===== config.mk =====
export PLATFORM = sky130hd
export DESIGN_NAME = pulse_store_ctrl
export DESIGN_NICKNAME = d
export VERILOG_FILES = /design/src/rtl/pstore_pkg.sv /design/src/rtl/pstore_ring_ptr.sv /design/src/rtl/pstore_trig.sv /design/src/rtl/pstore_pair_alloc.sv /design/src/rtl/pstore_conv_seq.sv /design/src/rtl/pulse_store_ctrl.sv
export SDC_FILE = /design/constraint.sdc
export NUM_CORES = 1
export LEC_CHECK = 0
export ABC_AREA = 1
export BUFFER_PORTS_ARGS = -buffer_cell sky130_fd_sc_hd__buf_2
export CAP_MARGIN = 20
export CORE_ASPECT_RATIO = 1.5
export CORE_UTILIZATION = 61
export CTS_CLUSTER_SIZE = 12
export DETAILED_ROUTE_END_ITERATION = 16
export GPL_ROUTABILITY_DRIVEN = 1
export PLACE_DENSITY = 0.89
export SKIP_CTS_REPAIR_TIMING = 1
export SLEW_MARGIN = 40
export SYNTH_ARGS = -nofsm -noshare
export SYNTH_HDL_FRONTEND = slang
export SYNTH_HIERARCHICAL = 1
export SYNTH_SLANG_ARGS = --single-unit
export TNS_END_PERCENT = 50

===== constraint.sdc =====
create_clock -name clk -period 4.27 [get_ports clk]
set_input_delay 0.427 -clock clk [delete_from_list [all_inputs] [get_ports clk]]
set_output_delay 0.427 -clock clk [all_outputs]
set_load 0.01 [all_outputs]

===== src/rtl/pstore_pkg.sv =====
package pstore_pkg;
  localparam logic RING_FAST = 1'b0;
  localparam logic RING_SLOW = 1'b1;
endpackage


===== src/rtl/pstore_ring_ptr.sv =====
module pstore_ring_ptr #(
  parameter int DEPTH = 16,
  parameter int AW = $clog2(DEPTH)
) (
  input  logic          clk,
  input  logic          rst_n,
  input  logic          clr,
  input  logic          step,
  output logic [AW-1:0] ptr,
  output logic [AW-1:0] ptr_next
);
  localparam logic [AW-1:0] LAST = AW'(DEPTH - 1);

  function automatic logic [AW-1:0] next_slot(input logic [AW-1:0] p);
    return (p == LAST) ? '0 : p + 1'b1;
  endfunction

  always_comb begin
    if (clr)       ptr_next = '0;
    else if (step) ptr_next = next_slot(ptr);
    else           ptr_next = ptr;
  end

  always_ff @(posedge clk or negedge rst_n) begin
    if (!rst_n) ptr <= '0;
    else        ptr <= ptr_next;
  end

  AST_PTR_WRAP: assert property (@(posedge clk) disable iff (!rst_n)
    (step && !clr && ptr == LAST) |=> (ptr == '0));
  AST_PTR_IDLE: assert property (@(posedge clk) disable iff (!rst_n)
    (!step && !clr) |=> $stable(ptr));
endmodule


===== src/rtl/pstore_trig.sv =====
module pstore_trig #(
  parameter int VW = 10
) (
  input  logic          clk,
  input  logic          rst_n,
  input  logic          rearm,
  input  logic          enable,
  input  logic          sample,
  input  logic [VW-1:0] v_lo,
  input  logic [VW-1:0] v_mid,
  input  logic [VW-1:0] v_hi,
  input  logic [VW+1:0] limit,
  output logic          fire
);
  logic armed;
  logic above;

  function automatic logic [VW+1:0] sum3(input logic [VW-1:0] a,
                                         input logic [VW-1:0] b,
                                         input logic [VW-1:0] c);
    return {2'b00, a} + {2'b00, b} + {2'b00, c};
  endfunction

  assign above = sum3(v_lo, v_mid, v_hi) > limit;
  assign fire  = enable && sample && above && armed;

  always_ff @(posedge clk or negedge rst_n) begin
    if (!rst_n)                armed <= 1'b1;
    else if (rearm)            armed <= 1'b1;
    else if (enable && sample) armed <= !above;
  end

  AST_FIRE_DISARMS: assert property (@(posedge clk) disable iff (!rst_n)
    (fire && !rearm) |=> !fire);
endmodule


===== src/rtl/pstore_pair_alloc.sv =====
module pstore_pair_alloc #(
  parameter int NP = 4,
  parameter int AW = 4,
  parameter int PW = $clog2(NP),
  parameter int CW = $clog2(NP + 1)
) (
  input  logic          clk,
  input  logic          rst_n,
  input  logic          clr,
  input  logic          fire,
  input  logic [AW-1:0] snap_f,
  input  logic [AW-1:0] snap_s,
  input  logic [PW-1:0] rd_sel,
  output logic [CW-1:0] n_frozen,
  output logic          act_valid,
  output logic [PW-1:0] act_pair,
  output logic          overflow,
  output logic [AW-1:0] rd_f,
  output logic [AW-1:0] rd_s
);
  localparam logic [CW-1:0] FULL_CNT = CW'(NP);

  logic          accept;
  logic          drop;
  logic [AW-1:0] frz_f [NP];
  logic [AW-1:0] frz_s [NP];

  assign act_valid = n_frozen < FULL_CNT;
  assign act_pair  = act_valid ? PW'(n_frozen) : PW'(NP - 1);
  assign accept    = fire && act_valid && !clr;
  assign drop      = fire && !act_valid && !clr;

  always_ff @(posedge clk or negedge rst_n) begin
    if (!rst_n) begin
      n_frozen <= '0;
      overflow <= 1'b0;
    end else if (clr) begin
      n_frozen <= '0;
      overflow <= 1'b0;
    end else begin
      if (accept) n_frozen <= n_frozen + 1'b1;
      if (drop)   overflow <= 1'b1;
    end
  end

  for (genvar g = 0; g < NP; g++) begin : g_slot
    always_ff @(posedge clk or negedge rst_n) begin
      if (!rst_n) begin
        frz_f[g] <= '0;
        frz_s[g] <= '0;
      end else if (accept && n_frozen == CW'(g)) begin
        frz_f[g] <= snap_f;
        frz_s[g] <= snap_s;
      end
    end
  end

  assign rd_f = frz_f[rd_sel];
  assign rd_s = frz_s[rd_sel];

  AST_OVF_STICKY: assert property (@(posedge clk) disable iff (!rst_n)
    (overflow && !clr) |=> overflow);
  AST_FREEZE_STEP: assert property (@(posedge clk) disable iff (!rst_n)
    accept |=> (n_frozen == $past(n_frozen) + 1'b1));
  AST_OVF_ONLY_FULL: assert property (@(posedge clk) disable iff (!rst_n)
    $rose(overflow) |-> !act_valid);
endmodule


===== src/rtl/pstore_conv_seq.sv =====
module pstore_conv_seq
  import pstore_pkg::*;
#(
  parameter int NP = 4,
  parameter int DEPTH = 16,
  parameter int RW = 10,
  parameter int AW = $clog2(DEPTH),
  parameter int PW = $clog2(NP),
  parameter int CW = $clog2(NP + 1)
) (
  input  logic          clk,
  input  logic          rst_n,
  input  logic          start,
  input  logic [CW-1:0] n_frozen,
  input  logic [AW-1:0] base_f,
  input  logic [AW-1:0] base_s,
  input  logic          cmp_hit,
  output logic          busy,
  output logic [PW-1:0] rd_pair,
  output logic          rd_ring,
  output logic [AW-1:0] rd_addr,
  output logic [RW-1:0] ramp,
  output logic          conv_valid,
  output logic [RW-1:0] conv_code,
  output logic [PW-1:0] conv_pair,
  output logic          conv_ring,
  output logic [AW-1:0] conv_addr,
  output logic          done
);
  localparam logic [RW-1:0] FULL    = '1;
  localparam logic [AW-1:0] LAST_K  = AW'(DEPTH - 1);
  localparam logic [AW:0]   DEPTH_X = (AW + 1)'(DEPTH);

  logic [AW-1:0] k;
  logic          got;
  logic [RW-1:0] held;
  logic          last_pair;

  function automatic logic [AW-1:0] unwrap(input logic [AW-1:0] base,
                                           input logic [AW-1:0] idx);
    logic [AW:0] s;
    s = {1'b0, base} + {1'b0, idx};
    if (s >= DEPTH_X) s = s - DEPTH_X;
    return s[AW-1:0];
  endfunction

  function automatic logic [RW-1:0] result(input logic seen, input logic [RW-1:0] at);
    return seen ? at : FULL;
  endfunction

  assign rd_addr   = unwrap((rd_ring == RING_SLOW) ? base_s : base_f, k);
  assign last_pair = (CW'(rd_pair) + CW'(1)) == n_frozen;

  always_ff @(posedge clk or negedge rst_n) begin
    if (!rst_n) begin
      busy <= 1'b0; rd_pair <= '0; rd_ring <= RING_FAST; k <= '0;
      ramp <= '0; got <= 1'b0; held <= '0;
      conv_valid <= 1'b0; conv_code <= '0; conv_pair <= '0;
      conv_ring <= RING_FAST; conv_addr <= '0; done <= 1'b0;
    end else begin
      conv_valid <= 1'b0;
      done       <= 1'b0;
      if (!busy) begin
        if (start) begin
          if (n_frozen == '0) begin
            done <= 1'b1;
          end else begin
            busy <= 1'b1; rd_pair <= '0; rd_ring <= RING_FAST;
            k <= '0; ramp <= '0; got <= 1'b0;
          end
        end
      end else begin
        if (cmp_hit && !got) begin
          got  <= 1'b1;
          held <= ramp;
        end
        if (ramp == FULL) begin
          conv_valid <= 1'b1;
          conv_code  <= result(got, held);
          conv_pair  <= rd_pair;
          conv_ring  <= rd_ring;
          conv_addr  <= rd_addr;
          got        <= 1'b0;
          ramp       <= '0;
          if (k == LAST_K) begin
            k <= '0;
            if (rd_ring == RING_SLOW) begin
              rd_ring <= RING_FAST;
              if (last_pair) begin
                busy <= 1'b0;
                done <= 1'b1;
              end else begin
                rd_pair <= rd_pair + 1'b1;
              end
            end else begin
              rd_ring <= RING_SLOW;
            end
          end else begin
            k <= k + 1'b1;
          end
        end else begin
          ramp <= ramp + 1'b1;
        end
      end
    end
  end

  AST_RAMP_CLIMB: assert property (@(posedge clk) disable iff (!rst_n)
    (busy && ramp != FULL) |=> (ramp == RW'($past(ramp) + 1'b1)));
  AST_RESULT_AT_RESTART: assert property (@(posedge clk) disable iff (!rst_n)
    conv_valid |-> (ramp == '0));
  AST_DONE_IDLE: assert property (@(posedge clk) disable iff (!rst_n)
    done |-> !busy);
endmodule


===== src/rtl/pulse_store_ctrl.sv =====
module pulse_store_ctrl #(
  parameter int DEPTH = 16,
  parameter int NPAIR = 4,
  parameter int VW = 10,
  parameter int RW = 10,
  localparam int AW = $clog2(DEPTH),
  localparam int PW = $clog2(NPAIR),
  localparam int CW = $clog2(NPAIR + 1)
) (
  input  logic          clk,
  input  logic          rst_n,
  input  logic          train_start,
  input  logic          train_end,
  input  logic          fast_tick,
  input  logic          slow_tick,
  input  logic [VW-1:0] nb_lo,
  input  logic [VW-1:0] own_val,
  input  logic [VW-1:0] nb_hi,
  input  logic [VW+1:0] thresh,
  input  logic          cmp_out,
  output logic [AW-1:0] fast_wptr,
  output logic [AW-1:0] slow_wptr,
  output logic          fast_we,
  output logic          slow_we,
  output logic [PW-1:0] wr_pair,
  output logic          overflow,
  output logic          acquiring,
  output logic          rd_busy,
  output logic [PW-1:0] rd_pair,
  output logic          rd_ring,
  output logic [AW-1:0] rd_addr,
  output logic [RW-1:0] ramp_code,
  output logic          conv_valid,
  output logic [RW-1:0] conv_code,
  output logic [PW-1:0] conv_pair,
  output logic          conv_ring,
  output logic [AW-1:0] conv_addr,
  output logic          rd_done
);
  logic          in_train;
  logic          start_ok;
  logic          end_ok;
  logic          fast_step;
  logic          slow_step;
  logic [AW-1:0] fptr_nx;
  logic [AW-1:0] sptr_nx;
  logic          trig_fire;
  logic          act_valid;
  logic [CW-1:0] n_frozen;
  logic [AW-1:0] base_f;
  logic [AW-1:0] base_s;

  assign start_ok  = train_start && !rd_busy;
  assign end_ok    = train_end && in_train && !train_start;
  assign fast_step = in_train && fast_tick;
  assign slow_step = in_train && slow_tick;
  assign acquiring = in_train;
  assign fast_we   = fast_step && act_valid;
  assign slow_we   = slow_step && act_valid;

  always_ff @(posedge clk or negedge rst_n) begin
    if (!rst_n)        in_train <= 1'b0;
    else if (start_ok) in_train <= 1'b1;
    else if (end_ok)   in_train <= 1'b0;
  end

  pstore_ring_ptr #(.DEPTH(DEPTH), .AW(AW)) u_fast_ptr (
    .clk(clk), .rst_n(rst_n), .clr(start_ok), .step(fast_step),
    .ptr(fast_wptr), .ptr_next(fptr_nx));

  pstore_ring_ptr #(.DEPTH(DEPTH), .AW(AW)) u_slow_ptr (
    .clk(clk), .rst_n(rst_n), .clr(start_ok), .step(slow_step),
    .ptr(slow_wptr), .ptr_next(sptr_nx));

  pstore_trig #(.VW(VW)) u_trig (
    .clk(clk), .rst_n(rst_n), .rearm(start_ok), .enable(in_train),
    .sample(slow_tick), .v_lo(nb_lo), .v_mid(own_val), .v_hi(nb_hi),
    .limit(thresh), .fire(trig_fire));

  pstore_pair_alloc #(.NP(NPAIR), .AW(AW), .PW(PW), .CW(CW)) u_alloc (
    .clk(clk), .rst_n(rst_n), .clr(start_ok), .fire(trig_fire),
    .snap_f(fptr_nx), .snap_s(sptr_nx), .rd_sel(rd_pair),
    .n_frozen(n_frozen), .act_valid(act_valid), .act_pair(wr_pair),
    .overflow(overflow), .rd_f(base_f), .rd_s(base_s));

  pstore_conv_seq #(.NP(NPAIR), .DEPTH(DEPTH), .RW(RW), .AW(AW), .PW(PW), .CW(CW)) u_conv (
    .clk(clk), .rst_n(rst_n), .start(end_ok), .n_frozen(n_frozen),
    .base_f(base_f), .base_s(base_s), .cmp_hit(cmp_out),
    .busy(rd_busy), .rd_pair(rd_pair), .rd_ring(rd_ring), .rd_addr(rd_addr),
    .ramp(ramp_code), .conv_valid(conv_valid), .conv_code(conv_code),
    .conv_pair(conv_pair), .conv_ring(conv_ring), .conv_addr(conv_addr),
    .done(rd_done));

  AST_TRIG_IN_TRAIN: assert property (@(posedge clk) disable iff (!rst_n)
    trig_fire |-> in_train);
  AST_NO_WRITE_WHEN_FULL: assert property (@(posedge clk) disable iff (!rst_n)
    overflow |-> !(fast_we || slow_we));
  AST_READ_EXCLUSIVE: assert property (@(posedge clk) disable iff (!rst_n)
    rd_busy |-> !in_train);
endmodule


==> out/metrics.cfg <==
[outcome]
status=complete, no violations

[logic_synthesis]
synth_fa_ha_area_share_pct=11.3
yosysWarnings=6
netlist_instances=762
synth-simple-area-share_pct=29.6
synth_top_family_by_area=simple AND/OR/NAND/NOR gates
synth_area_per_cell_sq_um=7.70
ys_seq_area_share_pct=40.1
synth_area_leaders=dfrtp_1 (40%), nand2_1 (17%), ha_1 (7.3%), inv_1 (6.6%), nand4_1 (5.3%)
synth-edff-count=0
muxShareOfSynthArea_pct=0.576
synth_xor_area_share_pct=1.49
synth_top_area_share_pct=39.7
synth_area_sq_um=5870
ys_ff_latch=94
syn_nets=857
synth_compound_area_share_pct=7.78
synth_cell_types=36
ys_async_sr_fraction_pct=100
yosys.area.top_type=dfrtp_1
synth_flop_cell=dfrtp_1

[cts]
clk_latency_ns=0.34
htree_levels=3
path_clk_slew_ns=0.06
tritoncts=built
cts_made_buffers=9
cts-root-buf=clkbuf_16
clock-sinks=94
clk_path_buf_depth=2

[setup_path]
slowest_stage=fa_1
cp_top_family=simple AND/OR/NAND/NOR gates
reg2reg_from=u_conv/rd_pair[0]$_DFFE_PN0P_
path_depth=25
critPathMostFrequentCell=nand2_1
startpoint=nb_lo[1]
r2r_setup_slack_ns=1.78
path_class=input port to flop
arrival_ns=3.92
max_stage_delay_ns=0.52
r2r-end=u_conv/conv_addr[3]$_DFFE_PN0P_
crit_path_end=u_alloc/frz_s[6]$_DFFE_PN0P_
worstPathRequired_ns=4.49
critPathMaxFanout=8
path_buf_inv=6
endpoint_kind=flop
cp-start-kind=input port
reg2reg_depth=10

[drt]
first_iter_violations=305
drt_first_pass_iters=5
drc=0
vias_per_cell=5.66
antenna_left=0
wl_per_cell_microns=14.5
vias=5495
routed_wl_microns=14100

[floorplanning]
dieWidth_microns=82.1
die_h_microns=122
num_io_pins=100
core_area_sq_um=9310
initial_utilization_pct=63.0
rows=43
dieArea_sq_um=10000

[power_and_ir_drop]
p_total_uw=3030
p_per_area_nw_per_um2=451
p_leak_uw=0.00375
ir_drop_uv=355

[timing]
worstMarginPinSlew_ns=0.828
skew_ns=0.00925
fin_crit_sh_pct=86.6
fin_crit_ns=3.70
hold_ws_ns=0.0811
finalHoldViolations=0
rsz0062_at_grt=no
finalWorstSetupSlack_ns=0.572
relSlewSlack_pct=44.6
finalSetupViolations=0
max_clock_freq_ghz=0.270
setup_tns_ns=0
final_max_slew_viol_count=0

[placed_design]
placed_area_sq_um=6420
post-place-ws_ns=0.251
dp.final_hpwl_microns=10500
place.gp.congestion=0.925
portBuffers=99

[job]
drv_cap=0

[cells_and_area]
final_cell_area_sq_um=6720
drive_above_1_share_pct=16.2
area_growth_pct=14.5
nets=948
antennaDiodeCount=0

[worst_hold_path]
hold_path_class=input port to asynchronous set/reset pin

[grt]
grt_pass1_wl_microns=23900
antenna_found_initial=0
overflow=0
grt_use_total_pct=31.1
grt_max_degree=68
grt_pass1_vias=5386

==> layout by cell type (no fill, tap or decap), types with 12 or more instances in the layout <==
cell type,Yosys,routed
nand2_1,262,262
inv_1,103,103
buf_2,10,98
dfrtp_1,93,91
nand4_1,50,50
nor2_1,37,37
o21ai_0,36,36
ha_1,34,34
nand3_1,33,33
a21oi_1,19,19
o211ai_1,16,16
fa_1,12,12
==> logic make-up (layout without fill, tap and decap cells) <==
kind of cell | Yosys count | in the layout
fa+ha+maj | 46 | 46
compound gates | 82 | 82
simple gates | 397 | 397
flops | 94 | 94
mux | 3 | 3
xor+xnor | 10 | 10
buf+inv | 130 | 226
==> layout make-up <==
class	instances	area, sq um
repair buffers	102	537
flip-flops and latches	94	2360
multi-input cells	538	2980
clock inverters	6	52.6
clock buffers	10	239
well taps	112	140
fillers	715	2590
inverters	108	408
==> power by group <==
| part | internal, uW | switching (uW) | total [uW] | leakage (uW) |
|---|---|---|---|---|
| Sequential | 1040 | 169 | 1210 | 0.00126 |
| Clock | 418 | 344 | 763 | 0.000137 |
| Combinational | 401 | 656 | 1060 | 0.00235 |
==> per-layer routing <==
metal	track usage, %	share of wire (%)	vias up	wire, microns
li1	-	-	2649	-
met1	35.7	37	2569	5250
met2	55.4	54	229	7560
met3	4.04	5.6	48	792
met4	15.0	3.5	0	498
met5	0	0	-	0
==> worst min-delay path by stage <==
stage | end | slack, ns | cells past startpoint | start
after floorplan | acquiring$_DFFE_PN0P_ | 0.13 | 0 | rst_n
after global placement | u_conv/conv_addr[0]$_DFFE_PN0P_ | 0.45 | 2 | u_conv/conv_addr[0]$_DFFE_PN0P_
after detailed placement | u_conv/conv_code[4]$_DFFE_PN0P_ | 0.46 | 2 | u_conv/conv_code[4]$_DFFE_PN0P_
after CTS | u_conv/held[3]$_DFFE_PN0P_ | 0.22 | 1 | rst_n
after global routing | u_conv/held[8]$_DFFE_PN0P_ | 0.13 | 1 | rst_n
final | u_conv/conv_code[8]$_DFFE_PN0P_ | 0.08 | 1 | rst_n
==> registers in the layout, indices dropped and copies added, names as in the netlist, 2 cells and up <==
name,flops
u_alloc/frz_f,16
u_alloc/frz_s,16
u_alloc/n_frozen,3
u_conv/conv_addr,4
u_conv/conv_code,10
u_conv/conv_pair,2
u_conv/held,10
u_conv/k,4
u_conv/ramp,10
u_conv/rd_pair,2
u_fast_ptr/ptr,4
u_slow_ptr/ptr,4
==> synthesized netlist by cell type (all sizes together) (2+ instances only) <==
library cell	instances
mux2	3
nor3	2
nand2	264
xnor2	4
clkbuf	7
o21ai	44
nand4	50
nand3b	2
dfrtp	93
buf	15
fa	12
o211ai	16
or2	2
nor2	42
a21oi	19
inv	108
xor2	6
ha	34
nand3	34
==> stage by stage <==
stage               utilization, %  std cells
floorplan                        -        762
global placement              68.9        954
detailed placement            69.0        954
CTS                           72.1        970
global route                  72.1        970
finish                        72.1        970
No activity file was read; power rests on OpenSTA's default activity.
